### src/rtl/pcm_compand_pkg.sv
package pcm_compand_pkg;
   typedef enum logic [1:0] {
      MODE_PASS = 2'd0,
      MODE_ALAW = 2'd1,
      MODE_ULAW = 2'd2,
      MODE_RSVD = 2'd3
   } cmode_e;

   localparam int LAW_A = 0;
   localparam int LAW_U = 1;

   localparam logic [7:0]  ALAW_XOR   = 8'h55;
   localparam logic [15:0] U_BIAS_EXP = 16'h0084;
   localparam logic [13:0] U_CLIP     = 14'd8159;
   localparam logic [13:0] U_BIAS_CMP = 14'd33;

   localparam int A_PAD = 3;
   localparam int U_PAD = 2;
endpackage

### src/rtl/pcm_stream_stage.sv
module pcm_stream_stage #(
   parameter int DATA_W = 8
) (
   input  logic              clk,
   input  logic              rst_n,
   input  logic              in_valid,
   output logic              in_ready,
   input  logic [DATA_W-1:0] in_data,
   output logic              out_valid,
   input  logic              out_ready,
   output logic [DATA_W-1:0] out_data
);
   if (DATA_W < 1) begin : g_bad_width
      $error("pcm_stream_stage: DATA_W must be positive");
   end

   logic take;

   assign in_ready = !out_valid || out_ready;
   assign take     = in_valid && in_ready;

   always_ff @(posedge clk or negedge rst_n) begin
      if (!rst_n) begin
         out_valid <= 1'b0;
         out_data  <= '0;
      end else begin
         if (in_ready) out_valid <= in_valid;
         if (take)     out_data  <= in_data;
      end
   end


   accept_latency_chk: assert property (@(posedge clk) disable iff (!rst_n)
      take |=> out_valid);


   stall_hold_chk: assert property (@(posedge clk) disable iff (!rst_n)
      (out_valid && !out_ready) |=> (out_valid && $stable(out_data)));
endmodule

### src/rtl/pcm_expander.sv
module pcm_expander
   import pcm_compand_pkg::*;
#(
   parameter int LAW    = LAW_A,
   parameter int CODE_W = 8,
   parameter int WORD_W = 16
) (
   input  logic [CODE_W-1:0] code,
   output logic [WORD_W-1:0] lin
);
   if (CODE_W != 8 || WORD_W != 16) begin : g_bad_width
      $error("pcm_expander: only 8-bit codes and 16-bit words");
   end

   if (LAW == LAW_A) begin : g_alaw
      logic [7:0]  flip;
      logic [15:0] mag;
      assign flip = code ^ ALAW_XOR;
      always_comb begin
         if (flip[6:4] == 3'd0)
            mag = {8'd0, flip[3:0], 4'h8};
         else
            mag = ({8'd0, flip[3:0], 4'h0} + 16'h0108) << (flip[6:4] - 3'd1);
      end
      assign lin = flip[7] ? mag : (16'd0 - mag);
   end else begin : g_ulaw
      logic [7:0]  inv;
      logic [15:0] mag;
      assign inv = ~code;
      assign mag = ({9'd0, inv[3:0], 3'b000} + U_BIAS_EXP) << inv[6:4];
      assign lin = inv[7] ? (U_BIAS_EXP - mag) : (mag - U_BIAS_EXP);
   end
endmodule

### src/rtl/pcm_compressor.sv
module pcm_compressor
   import pcm_compand_pkg::*;
#(
   parameter int LAW    = LAW_A,
   parameter int CODE_W = 8,
   parameter int WORD_W = 16
) (
   input  logic [WORD_W-1:0] lin,
   output logic [CODE_W-1:0] code
);
   if (CODE_W != 8 || WORD_W != 16) begin : g_bad_width
      $error("pcm_compressor: only 8-bit codes and 16-bit words");
   end

   if (LAW == LAW_A) begin : g_alaw
      logic        neg;
      logic [11:0] mag;
      logic [2:0]  seg;
      logic [3:0]  mant;
      logic [2:0]  unused_lsb;

      assign neg        = lin[15];
      assign unused_lsb = lin[2:0];
      assign mag        = neg ? ~lin[14:3] : lin[14:3];

      always_comb begin
         seg = '0;
         for (int i = 5; i < 12; i++)
            if (mag[i]) seg = 3'(i - 4);
      end

      assign mant = (seg < 3'd2) ? mag[4:1] : 4'(mag >> seg);
      assign code = {1'b0, seg, mant} ^ (neg ? ALAW_XOR : (ALAW_XOR | 8'h80));
   end else begin : g_ulaw
      logic        neg;
      logic [13:0] smp;
      logic [13:0] mag;
      logic [13:0] clip;
      logic [13:0] biased;
      logic [13:0] shifted;
      logic [3:0]  seg;
      logic [6:0]  body;
      logic [1:0]  unused_lsb;

      assign neg        = lin[15];
      assign smp        = lin[15:2];
      assign unused_lsb = lin[1:0];
      assign mag        = neg ? (~smp + 14'd1) : smp;
      assign clip       = (mag > U_CLIP) ? U_CLIP : mag;
      assign biased     = clip + U_BIAS_CMP;

      always_comb begin
         seg = '0;
         for (int i = 6; i < 14; i++)
            if (biased[i]) seg = 4'(i - 5);
      end

      assign shifted = biased >> (seg + 4'd1);
      assign body    = seg[3] ? 7'h7F : {seg[2:0], shifted[3:0]};
      assign code    = {1'b0, body} ^ (neg ? 8'h7F : 8'hFF);
   end
endmodule

### src/rtl/pcm_compander.sv
module pcm_compander
   import pcm_compand_pkg::*;
#(
   parameter int CODE_W = 8,
   parameter int WORD_W = 16,
   parameter int MODE_W = 2
) (
   input  logic              clk,
   input  logic              rst_n,
   input  logic              rx_in_valid,
   output logic              rx_in_ready,
   input  logic [MODE_W-1:0] rx_in_mode,
   input  logic [CODE_W-1:0] rx_in_code,
   output logic              rx_out_valid,
   input  logic              rx_out_ready,
   output logic [MODE_W-1:0] rx_out_mode,
   output logic [WORD_W-1:0] rx_out_word,
   output logic              rx_out_wide,
   input  logic              tx_in_valid,
   output logic              tx_in_ready,
   input  logic [MODE_W-1:0] tx_in_mode,
   input  logic [WORD_W-1:0] tx_in_word,
   output logic              tx_out_valid,
   input  logic              tx_out_ready,
   output logic [MODE_W-1:0] tx_out_mode,
   output logic [CODE_W-1:0] tx_out_code
);
   localparam int RX_DATA_W = MODE_W + 1 + WORD_W;
   localparam int TX_DATA_W = MODE_W + CODE_W;
   localparam int PAD_W     = WORD_W - CODE_W;

   if (CODE_W != 8)  begin : g_bad_code $error("pcm_compander: CODE_W must be 8");  end
   if (WORD_W != 16) begin : g_bad_word $error("pcm_compander: WORD_W must be 16"); end
   if (MODE_W < 2)   begin : g_bad_mode $error("pcm_compander: MODE_W must be >= 2"); end

   localparam logic [MODE_W-1:0] M_A = MODE_W'(MODE_ALAW);
   localparam logic [MODE_W-1:0] M_U = MODE_W'(MODE_ULAW);

   // receive: expand
   logic [WORD_W-1:0] rx_a_lin, rx_u_lin, rx_word;
   logic              rx_wide;

   pcm_expander #(.LAW(LAW_A), .CODE_W(CODE_W), .WORD_W(WORD_W)) u_rx_alaw (
      .code(rx_in_code), .lin(rx_a_lin));
   pcm_expander #(.LAW(LAW_U), .CODE_W(CODE_W), .WORD_W(WORD_W)) u_rx_ulaw (
      .code(rx_in_code), .lin(rx_u_lin));

   always_comb begin
      if (rx_in_mode == M_A) begin
         rx_word = rx_a_lin;
         rx_wide = 1'b1;
      end else if (rx_in_mode == M_U) begin
         rx_word = rx_u_lin;
         rx_wide = 1'b1;
      end else begin
         rx_word = {{PAD_W{1'b0}}, rx_in_code};
         rx_wide = 1'b0;
      end
   end

   pcm_stream_stage #(.DATA_W(RX_DATA_W)) u_rx_stage (
      .clk      (clk),
      .rst_n    (rst_n),
      .in_valid (rx_in_valid),
      .in_ready (rx_in_ready),
      .in_data  ({rx_in_mode, rx_wide, rx_word}),
      .out_valid(rx_out_valid),
      .out_ready(rx_out_ready),
      .out_data ({rx_out_mode, rx_out_wide, rx_out_word})
   );

   // transmit: compress
   logic [CODE_W-1:0] tx_a_code, tx_u_code, tx_code;

   pcm_compressor #(.LAW(LAW_A), .CODE_W(CODE_W), .WORD_W(WORD_W)) u_tx_alaw (
      .lin(tx_in_word), .code(tx_a_code));
   pcm_compressor #(.LAW(LAW_U), .CODE_W(CODE_W), .WORD_W(WORD_W)) u_tx_ulaw (
      .lin(tx_in_word), .code(tx_u_code));

   always_comb begin
      if (tx_in_mode == M_A)      tx_code = tx_a_code;
      else if (tx_in_mode == M_U) tx_code = tx_u_code;
      else                        tx_code = tx_in_word[CODE_W-1:0];
   end

   pcm_stream_stage #(.DATA_W(TX_DATA_W)) u_tx_stage (
      .clk      (clk),
      .rst_n    (rst_n),
      .in_valid (tx_in_valid),
      .in_ready (tx_in_ready),
      .in_data  ({tx_in_mode, tx_code}),
      .out_valid(tx_out_valid),
      .out_ready(tx_out_ready),
      .out_data ({tx_out_mode, tx_out_code})
   );


   rx_alaw_pad_chk: assert property (@(posedge clk) disable iff (!rst_n)
      (rx_out_valid && rx_out_mode == M_A) |-> (rx_out_word[A_PAD-1:0] == '0));


   rx_ulaw_pad_chk: assert property (@(posedge clk) disable iff (!rst_n)
      (rx_out_valid && rx_out_mode == M_U) |-> (rx_out_word[U_PAD-1:0] == '0));


   rx_pass_high_chk: assert property (@(posedge clk) disable iff (!rst_n)
      (rx_out_valid && !rx_out_wide) |-> (rx_out_word[WORD_W-1:CODE_W] == '0));


   rx_wide_flag_chk: assert property (@(posedge clk) disable iff (!rst_n)
      rx_out_valid |-> (rx_out_wide == (rx_out_mode == M_A || rx_out_mode == M_U)));


   tx_sign_keep_chk: assert property (@(posedge clk) disable iff (!rst_n)
      (tx_in_valid && tx_in_ready && (tx_in_mode == M_A || tx_in_mode == M_U))
      |=> (tx_out_code[CODE_W-1] == !$past(tx_in_word[WORD_W-1])));


   rx_tag_follow_chk: assert property (@(posedge clk) disable iff (!rst_n)
      (rx_in_valid && rx_in_ready) |=> (rx_out_mode == $past(rx_in_mode)));


   tx_tag_follow_chk: assert property (@(posedge clk) disable iff (!rst_n)
      (tx_in_valid && tx_in_ready) |=> (tx_out_mode == $past(tx_in_mode)));
endmodule

### config.mk
export PLATFORM = sky130hd
export DESIGN_NAME = pcm_compander
export DESIGN_NICKNAME = d
export VERILOG_FILES = /design/src/rtl/pcm_compand_pkg.sv /design/src/rtl/pcm_stream_stage.sv /design/src/rtl/pcm_expander.sv /design/src/rtl/pcm_compressor.sv /design/src/rtl/pcm_compander.sv
export SDC_FILE = /design/constraint.sdc
export NUM_CORES = 1
export LEC_CHECK = 0
export ABC_CLOCK_PERIOD_IN_PS = 3000
export BUFFER_PORTS_ARGS = -buffer_cell sky130_fd_sc_hd__buf_2
export CAP_MARGIN = 40
export CORE_MARGIN = 1
export CORE_UTILIZATION = 35
export CTS_BUF_LIST = sky130_fd_sc_hd__clkbuf_16
export CTS_CLUSTER_DIAMETER = 40
export DETAILED_ROUTE_END_ITERATION = 8
export SETUP_SLACK_MARGIN = 0.1
export SLEW_MARGIN = 40
export SYNTH_ARGS = -nofsm -noshare
export SYNTH_HDL_FRONTEND = slang
export SYNTH_SLANG_ARGS = --single-unit
### constraint.sdc
create_clock -name clk -period 3 [get_ports clk]
set_clock_uncertainty 0.1 [all_clocks]
set_input_delay 0.15 -clock clk [delete_from_list [all_inputs] [get_ports clk]]
set_output_delay 0.15 -clock clk [all_outputs]
set_load 0.02 [all_outputs]
## After elaboration in Yosys (flattened, before gate mapping)

Cells that the tools add are included.

| cells by class | value |
|---|---|
| add/subtract/negate cells | 9 |
| order comparisons | 2 |
| equal/unequal tests | 4 |
| shift-type cells | 4 |
| muxes and demuxes | 31 |
| bitwise logic cells | 6 |
| reduce and logical (&&, ||, !) cells | 7 |

Operators by type and width:

| operator | number |
|---|---|
| 2-to-1 mux 16 bit | 5 |
| 2-to-1 mux 8 bit | 4 |
| left shift 16 x 3 -> 16 bit | 2 |
| 2-to-1 mux 14 bit | 2 |
| 2-to-1 mux 3 bit | 8 |
| subtractor 1 x 16 -> 16 bit, first input constant | 1 |
| subtractor 16 x 8 -> 16 bit, second input constant | 1 |
| subtractor 8 x 16 -> 16 bit, first input constant | 1 |
| bitwise XOR 7 x 8 -> 8 bit | 2 |
| adder 14 x 1 -> 14 bit, second input constant | 1 |
| adder 14 x 6 -> 14 bit, second input constant | 1 |
| greater-than comparator 14 x 13 -> 1 bit, second input constant | 1 |
| inverter 14 bit | 1 |
| right shift 14 x 4 -> 4 bit | 1 |
| 2-to-1 mux 12 bit | 1 |
| inverter 12 bit | 1 |
| right shift 12 x 3 -> 4 bit | 1 |
| adder 8 x 9 -> 10 bit, second input constant | 1 |
| adder 7 x 8 -> 9 bit, second input constant | 1 |
| 2-to-1 mux 2 bit | 4 |
| 2-to-1 mux 4 bit | 2 |
| inverter 8 bit | 1 |
| 2-to-1 mux 7 bit | 1 |
| adder 4 x 1 -> 4 bit, second input constant | 1 |
| 10 further kinds | 18 |

| storage, ports and cells | value |
|---|---|
| bits in registers | 31 |
| input bits | 34 |
| output and inout bits | 33 |
| logic and storage cells | 67 |

## Logic depth before layout (Yosys ltp)

Gate-level depths: netlist (run 1).

| logic depth | value |
|---|---|
| word-level depth | 20 |
| gate-level depth with buffers | 29 |
| depth with buffers taken out | 23 |

## Modules after synthesis

Synthesis (run 1) repeated with hierarchy kept, for this count alone.

| second synthesis, totals | value |
|---|---|
| cells, all modules | 777 |
| area, all modules | 6356.1 µm² |

Modules (own cells, without submodules):

| module | instances | cells each | area each (µm²) | seq. area each (µm²) |
|---|---|---|---|---|
| pcm_compressor at u_tx_ulaw | 1 | 219 | 1629.1 | 0.0 |
| pcm_expander at u_rx_ulaw | 1 | 152 | 1126.1 | 0.0 |
| pcm_expander at u_rx_alaw | 1 | 136 | 935.9 | 0.0 |
| pcm_compressor at u_tx_alaw | 1 | 117 | 805.8 | 0.0 |
| pcm_stream_stage at u_rx_stage | 1 | 43 | 794.5 | 500.5 |
| pcm_compander | 1 | 86 | 599.3 | 0.0 |
| pcm_stream_stage at u_tx_stage | 1 | 24 | 465.4 | 275.3 |

## Least setup slack after synthesis (run 1)

No wires, ideal clock.

| timing path | value |
|---|---|
| path kind | input to register |
| start point | input port tx_in_word[3] |
| end point | register u_tx_stage.out_data[2] |
| library setup time | 74 ps |
| data arrival time | 5456 ps |
| data required time | 2826 ps |
| setup slack | -2630 ps |
| stages | 26 |
| cell sequence | clkbuf_1 -> inv_1 -> ha_1 -> clkbuf_1 -> or4b_1 -> buf_2 -> a211oi_1 -> o2111ai_1 -> a21oi_1 -> a21o_1 -> clkbuf_1 -> or2_2 -> ha_1 -> a21oi_1 -> o31a_1 -> o32ai_2 -> nand2_1 -> o211a_1 -> buf_2 -> nor2_1 -> ha_1 -> buf_2 -> xnor2_1 -> or4b_1 -> a41o_1 -> o21ai_2 |

| between the ends | value |
|---|---|
| cells in the longest elaborated chain, start to end | 20 |
| elaborated cells on any way between the ends | 25 |
| those cells by class | add/sub (3); order compare (1); shift (2); mux (15); bitwise (4) |

Ends and longest elaborated chain:

| what | line | text |
|---|---|---|
| start: declaration | pcm_compander.sv:22 | `input logic [WORD_W-1:0] tx_in_word,` |
| inverter 14 bit | pcm_compressor.sv:48 | `assign mag = neg ? (~smp + 14'd1) : smp;` |
| adder 14 x 1 -> 14 bit | pcm_compressor.sv:48 |  |
| 2-to-1 mux 14 bit | pcm_compressor.sv:48 |  |
| greater-than comparator 14 x 13 -> 1 bit | pcm_compressor.sv:49 | `assign clip = (mag > U_CLIP) ? U_CLIP : mag;` |
| 2-to-1 mux 14 bit | pcm_compressor.sv:49 |  |
| adder 14 x 6 -> 14 bit | pcm_compressor.sv:50 | `assign biased = clip + U_BIAS_CMP;` |
| 2-to-1 mux 1 bit | pcm_compressor.sv:55 | `if (biased[i]) seg = 4'(i - 5);` |
| 2-to-1 mux 2 bit (2 in a row) | pcm_compressor.sv:55 |  |
| 2-to-1 mux 3 bit (4 in a row) | pcm_compressor.sv:55 |  |
| 2-to-1 mux 4 bit | pcm_compressor.sv:55 |  |
| adder 4 x 1 -> 4 bit | pcm_compressor.sv:58 | `assign shifted = biased >> (seg + 4'd1);` |
| right shift 14 x 4 -> 4 bit | pcm_compressor.sv:58 |  |
| 2-to-1 mux 7 bit | pcm_compressor.sv:59 | `assign body = seg[3] ? 7'h7F : {seg[2:0], shifted[3:0]};` |
| bitwise XOR 7 x 8 -> 8 bit | pcm_compressor.sv:60 | `assign code = {1'b0, body} ^ (neg ? 8'h7F : 8'hFF);` |
| 2-to-1 mux 8 bit | pcm_compander.sv:82 | `else if (tx_in_mode == M_U) tx_code = tx_u_code;` |
| 2-to-1 mux 8 bit (*) | pcm_compander.sv:81 | `if (tx_in_mode == M_A) tx_code = tx_a_code;` |
| end signal: assignment | pcm_stream_stage.sv:28 | `if (take) out_data <= in_data;` |
| end: declaration | pcm_stream_stage.sv:11 | `output logic [DATA_W-1:0] out_data` |

Every way passes the cells marked *; elsewhere a longest branch is shown, timed or not.
A chain may end at the register's enable or synchronous reset.

## Final worst setup path (run 1)

| timing path | value |
|---|---|
| start point | input port tx_in_word[6] |
| end point | register u_tx_stage.out_data[2] |

Same word-level chain as after synthesis.

==> impl_metrics.py, run 1 <==
metrics = {
    "final_layout": {
        "ff_latch_area_um2": 776,
        "area_delta_synth_final_pct": 43.1,
        "multi_input_area_um2": 4280,
        "drive_gt1_frac": 0.353,
        "antenna_cells": 0,
        "nNetsFinal": 987,
        "utilization": 0.518,
        "nFillCells": 1395,
    },
    "yosys": {
        "synth_common_cells": "nand2_1 (90), o21ai_0 (81), nor2_1 (70)",
        "yosysMostFrequentCell": "nand2_1",
        "netlist_instances": 744,
        "async_flop_share": 1.00,
        "synth.avg_cell_area_um2": 6.83,
        "yosysWarnings": 0,
        "ys_types": 79,
        "synthTopCellsByArea": "dfrtp_1 (15%), o21ai_0 (8.0%), nand2_1 (6.6%)",
        "yosys.area.top_type_share": 0.153,
        "synth_top_area_cell": "dfrtp_1",
        "ys.flop_type": "dfrtp_1",
        "synth_edf_count": 0,
        "syn-num-nets": 793,
        "syn-cell-area_um2": 5080,
        "synth-seq-cells": 31,
        "synth_seq_area_share": 0.153,
    },
    "route": {
        "drt-vias-per-instance": 5.57,
        "drc": 0,
        "wire_per_inst_um": 15.7,
        "drtIter0Drc": 566,
        "drtPass1Iterations": 5,
        "wirelength_mm": 17.6,
        "vias": 6230,
        "ant_nets": 0,
    },
    "clock_tree": {
        "clock_sinks": 31,
        "cts_tree": "built",
        "clk_latency_ns": 0.27,
        "clk_pin_slew_ns": 0.05,
        "clockBufferDepth": 2,
        "cts_inserted_buffers": 5,
        "clockRootBuffer": "clkbuf_16",
        "htree_num_levels": 2,
    },
    "sta": {
        "setup-tns-final_ns": -6.72,
        "rsz0062_at_grt": "true",
        "period_needed_ns": 4.26,
        "worst_slack_ns": -1.26,
        "worst_pin_slew_ns": 0.663,
        "slew_headroom": 0.558,
        "fmax_ghz": 0.235,
        "finalCritPeriodShare": 1.42,
        "setup_viol": 7,
        "hold_viol": 0,
        "slew_violations": 0,
    },
    "critical_path": {
        "required_ns": 3.10,
        "worstSetupPathType": "input pin to register",
        "r2r_end": "u_tx_stage.out_data[3]",
        "endpoint": "u_tx_stage.out_data[2]",
        "reg2regPathDepth": 6,
        "reg2reg_from": "u_tx_stage.out_valid",
        "crit_fanout": 4,
        "worst-endpoint-arrival_ns": 4.36,
        "crit_start": "tx_in_word[6]",
        "regToRegSetupSlack_ns": 1.27,
        "start_kind": "input pin",
        "critPathCaptureType": "register",
    },
    "floorplanning": {
        "dieArea_um2": 15000,
        "core_um2": 14000,
        "std_cell_rows": 43,
        "fp.dieH_um": 123,
        "fp.dieW_um": 123,
        "boundaryPins": 67,
        "initial_core_util": 0.362,
    },
    "status": {
        "status": "finished, violations left",
        "violations": "setup timing",
    },
    "power": {
        "p_total_w": 0.00256,
        "power_density_nw_per_um2": 352,
        "intPower_w": 0.00150,
        "p_sw_frac": 0.412,
        "p_seq_frac": 0.203,
        "power_frac_comb": 0.615,
        "clkPwrFrac": 0.182,
        "p_leak_nw": 3.17,
        "peakVddDrop_uv": 241,
        "switchingPower_w": 0.00106,
    },
    "min_path": {
        "hold_class": "input pin to register",
    },
    "global_route": {
        "grt_pass1_vias": 5585,
        "grt_start_max_net_pins": 32,
        "gr-usage-all-layers": 0.231,
        "antenna_found_initial": 0,
        "overflow": 0,
        "grt_pass1_wl_mm": 28.2,
    },
    "run": {
        "max_cap_violations": 0,
    },
    "place": {
        "port_buffers": 66,
        "gp_congestion": 0.921,
        "hpwl_mm": 13.6,
    },
}
## logic make-up after synthesis
| family | count (synthesis) | share of synthesized area |
|---|---|---|
| xor gates and xnor gates | 46 | 0.0793 |
| and+or+nand+nor | 267 | 0.255 |
| buffers and inverters | 83 | 0.0643 |
| adders and majority gates | 15 | 0.0369 |
| DFF | 31 | 0.153 |
| AOI/OAI and AO/OA | 277 | 0.361 |
| muxes | 25 | 0.0517 |
## how the worst min path moves through the flow
stage           startpoint                       to  cells past startpoint
6_report       rx_in_valid     u_rx_stage.out_valid                      2
3_3_place_gp         rst_n  u_rx_stage.out_data[18]                      1
2_1_floorplan        rst_n   u_rx_stage.out_data[0]                      0
3_5_place_dp         rst_n  u_rx_stage.out_data[18]                      1
4_1_cts        rx_in_valid     u_rx_stage.out_valid                      2
5_1_grt        rx_in_valid     u_rx_stage.out_valid                      2
## layer usage
layer / wire (um) / up-vias / global-route usage
li1: - / 3119 / -
met1: 8750 / 2889 / 0.343
met2: 7910 / 201 / 0.372
met3: 757 / 21 / 0.0135
met4: 181 / 0 / 0.0297
met5: 0 / - / 0
## stage by stage
stage	instance area [um2]	worst slack [ns]	hold slack (ns)	std cells
2_1_floorplan	5310	-1.92	-0.246	744
3_3_place_gp	6800	-1.49	0.137	1092
3_5_place_dp	6800	-1.57	0.131	1092
4_1_cts	7110	-1.19	0.0282	1113
5_1_grt	7270	-1.44	0.0352	1119
6_report	7270	-1.26	0.0245	1119
## power groups by stage
| stage | Combinational [W] | Sequential [W] | Clock, W |
|---|---|---|---|
| final | 0.00157 | 0.000520 | 0.000465 |
| after global routing | 0.00171 | 0.000529 | 0.000492 |
| after CTS | 0.00149 | 0.000521 | 0.000473 |
| after detailed placement | 0.00143 | 0.000528 | 0 |
| after global placement | 0.00143 | 0.000524 | 0 |
| after floorplan | 0.000813 | 0.000605 | 0 |
## state kept, by name, indices dropped and copies added (netlist names)
register	cells
u_rx_stage.out_data	19
u_tx_stage.out_data	10
u_rx_stage.out_valid	1
u_tx_stage.out_valid	1
## critical path, stage by stage
cell and delay [ns]:
buf_6 0.09, or4_4 0.56, or3_4 0.36, xor2_2 0.16
a31o_1 0.23, a21o_1 0.23, a211o_4 0.35, ha_4 0.18
nand4_1 0.11, a21oi_2 0.07, nor2b_1 0.11, o32a_1 0.23
o21a_1 0.18, o211a_1 0.20, nor2_4 0.05, ha_4 0.28
inv_4 0.04, or4b_1 0.52, a41o_1 0.22, o21ai_2 0.05
## cell usage in the layout (no fill, tap or decap), types with 17 or more instances in the layout
master / n
o21ai_0: 76
dfrtp_1: 31
nand2_1: 89
buf_2: 64
xnor2_1: 27
buf_4: 175
a21oi_1: 41
nand2b_1: 18
nor2_1: 67
inv_1: 17
## area by class of cell
class | count | area share
multi-input combinational | 630 | 0.588
timing repair buffer | 250 | 0.244
sequential | 31 | 0.107
tap | 180 | 0.0310
clock buffer | 5 | 0.0172
inverter | 20 | 0.0110
clock inverter | 3 | 0.00172
## what timing repair did
action | in CTS | in global routing
pin swaps | 26 | 19
hold buffers | 2 | 0
setup endpoints to repair | 7 | 10
gates resized for setup | 21 | 21
hold endpoints to repair | 32 | 0
buffers inserted | 11 | 6
Note: power is estimated with default switching activity, not from simulation.
==> run 2: changes to the inputs <==
- ABC_AREA: default -> 1
==> impl_metrics.py, run 2 <==
metrics = {
    "status": {
        "status": "finished, violations left",
        "violations": "setup timing",
    },
    "place": {
        "hpwl_mm": 11.2,
        "gp_congestion": 0.904,
        "placed_area_um2": 5620,
        "dp_slack_ns": -0.751,
        "dp_cells": 1042,
        "port_buffers": 66,
    },
    "floorplanning": {
        "std_cell_rows": 40,
        "initial_core_util": 0.358,
        "core_um2": 12000,
        "fp.dieW_um": 113,
        "fp.dieH_um": 113,
        "dieArea_um2": 12700,
        "boundaryPins": 67,
    },
    "critical_path": {
        "endpoint": "u_tx_stage.out_data[0]",
        "reg2reg_from": "u_rx_stage.out_valid",
        "critPathCaptureType": "register",
        "crit_start": "tx_in_word[7]",
        "max_stage_delay_ns": 0.15,
        "crit_fanout": 7,
        "worstSetupPathType": "input pin to register",
        "start_kind": "input pin",
        "regToRegSetupSlack_ns": 1.15,
        "reg2regPathDepth": 7,
        "r2r_end": "u_rx_stage.out_data[6]",
        "critical_path.most_common_cell": "nand2_2",
        "cp_slowest_cell": "ha_4",
        "required_ns": 3.11,
        "worst-endpoint-arrival_ns": 3.49,
    },
    "yosys": {
        "ys.flop_type": "dfrtp_1",
        "yosys.area.top_type_share": 0.181,
        "ys_types": 50,
        "synth_edf_count": 0,
        "synth_seq_area_share": 0.181,
        "yosysWarnings": 0,
        "async_flop_share": 1.00,
        "syn-cell-area_um2": 4280,
        "synth.avg_cell_area_um2": 5.75,
        "netlist_instances": 744,
        "synth_common_cells": "nand2_1 (192), inv_1 (90), nor2_1 (84)",
        "synthTopCellsByArea": "dfrtp_1 (18%), nand2_1 (17%), nand3_1 (8.9%)",
        "synth_top_area_cell": "dfrtp_1",
        "yosysMostFrequentCell": "nand2_1",
        "synth-seq-cells": 31,
        "syn-num-nets": 793,
    },
    "power": {
        "peakVddDrop_uv": 258,
        "p_total_w": 0.00237,
        "power_density_nw_per_um2": 384,
        "p_leak_nw": 3.16,
    },
    "sta": {
        "finalCritPeriodShare": 1.13,
        "period_needed_ns": 3.38,
        "worst_slack_ns": -0.377,
        "fmax_ghz": 0.296,
        "slew_violations": 0,
        "worst_pin_slew_ns": 0.717,
        "hold_viol": 0,
        "rsz0062_at_grt": "true",
        "setup_viol": 5,
        "whs_ns": 0.0406,
        "slew_headroom": 0.522,
    },
    "clock_tree": {
        "cts_inserted_buffers": 5,
        "clock_sinks": 31,
        "clockRootBuffer": "clkbuf_16",
        "clk_pin_slew_ns": 0.06,
        "clk_latency_ns": 0.28,
        "cts_tree": "built",
        "clockBufferDepth": 2,
        "htree_num_levels": 2,
    },
    "route": {
        "ant_nets": 0,
        "drtPass1Iterations": 5,
        "wire_per_inst_um": 13.3,
        "wirelength_mm": 14.2,
        "drc": 0,
        "drt-vias-per-instance": 5.07,
        "drtIter0Drc": 335,
        "vias": 5425,
    },
    "global_route": {
        "gr-usage-all-layers": 0.226,
        "grt_pass1_wl_mm": 23.4,
        "antenna_found_initial": 0,
        "overflow": 0,
        "grt_pass1_vias": 4942,
        "grt_start_max_net_pins": 32,
    },
    "final_layout": {
        "mostFrequentLayoutCell": "nand2_1",
        "fin_cells": 1069,
        "final_design_area_no_fill_um2": 6170,
        "area_delta_synth_final_pct": 44.3,
        "nNetsFinal": 970,
        "largest_register_ffs": 19,
        "nFillCells": 1228,
        "reg_top3": "u_rx_stage.out_data: 19 flops, u_tx_stage.out_data: 10 flops",
        "top_register": "u_rx_stage.out_data",
        "antenna_cells": 0,
        "drive_gt1_frac": 0.325,
        "final_cell_mix": "nand2_1 (176), buf_4 (126), inv_1 (84)",
    },
    "min_path": {
        "hold_class": "input pin to register",
        "whs_path_depth": 4,
        "hold_start": "rx_out_ready",
    },
    "run": {
        "max_cap_violations": 0,
    },
}
## run 2: worst min path at each step
stage	to	slack [ns]
3_5_place_dp	u_rx_stage.out_data[11]	0.14
3_3_place_gp	u_rx_stage.out_data[15]	0.14
5_1_grt	u_rx_stage.out_valid	0.05
6_report	u_rx_stage.out_valid	0.04
2_1_floorplan	u_rx_stage.out_data[0]	-0.25
4_1_cts	u_rx_stage.out_valid	0.04
## run 2: per-layer routing
| layer | global-route usage | routed length, um | vias to the layer above |
|---|---|---|---|
| met4 | 0.0587 | 235 | 0 |
| li1 | - | - | 2809 |
| met3 | 0.0151 | 519 | 18 |
| met1 | 0.303 | 6610 | 2452 |
| met2 | 0.395 | 6810 | 146 |
| met5 | 0 | 0 | - |
## run 2: final cells by class
class,count,area (um2),share of cell area
multi-input combinational,587,3310,0.536
timing repair buffer,196,1350,0.219
sequential,31,776,0.126
inverter,100,405,0.0657
tap,147,184,0.0298
clock buffer,5,125,0.0203
clock inverter,3,23.8,0.00385
## run 2: where the power goes
group          internal, W  total (W)  switching, W  leakage, nW
Sequential        0.000488   0.000532     0.0000439        0.365
Clock             0.000310   0.000516      0.000207       0.0664
Combinational     0.000544    0.00132      0.000775         2.73
## run 2: worst max-delay path: cells and delay by family
kind	cells	cell delay (ns)
simple gates	24	2.01
fa+ha+maj	2	0.28
buf+inv	9	0.85
compound gates	2	0.22
## run 2: metrics by stage
step | utilization | setup TNS, ns
after global placement | 0.470 | -3.06
after detailed placement | 0.470 | -3.40
final | 0.516 | -1.35
after global routing | 0.516 | -2.90
after floorplan | - | -1.29
after CTS | 0.496 | -0.945
## run 2: cells by family after synthesis
logic type,count (synthesis),share of synthesized area
AND/OR/NAND/NOR,396,0.404
AO/OA/AOI/OAI,154,0.211
buffers and inverters,126,0.115
flip-flops,31,0.181
XOR/XNOR,22,0.0450
adder cells (fa/ha/maj),15,0.0439
## run 2: what timing repair did
action                                  4_1_cts  5_1_grt
resized for setup                            32       41
hold endpoints to repair                     31        0
hold buffers                                  1        0
endpoints found under the setup margin        6        7
pin swaps                                     6       26
buffers inserted                              4       14
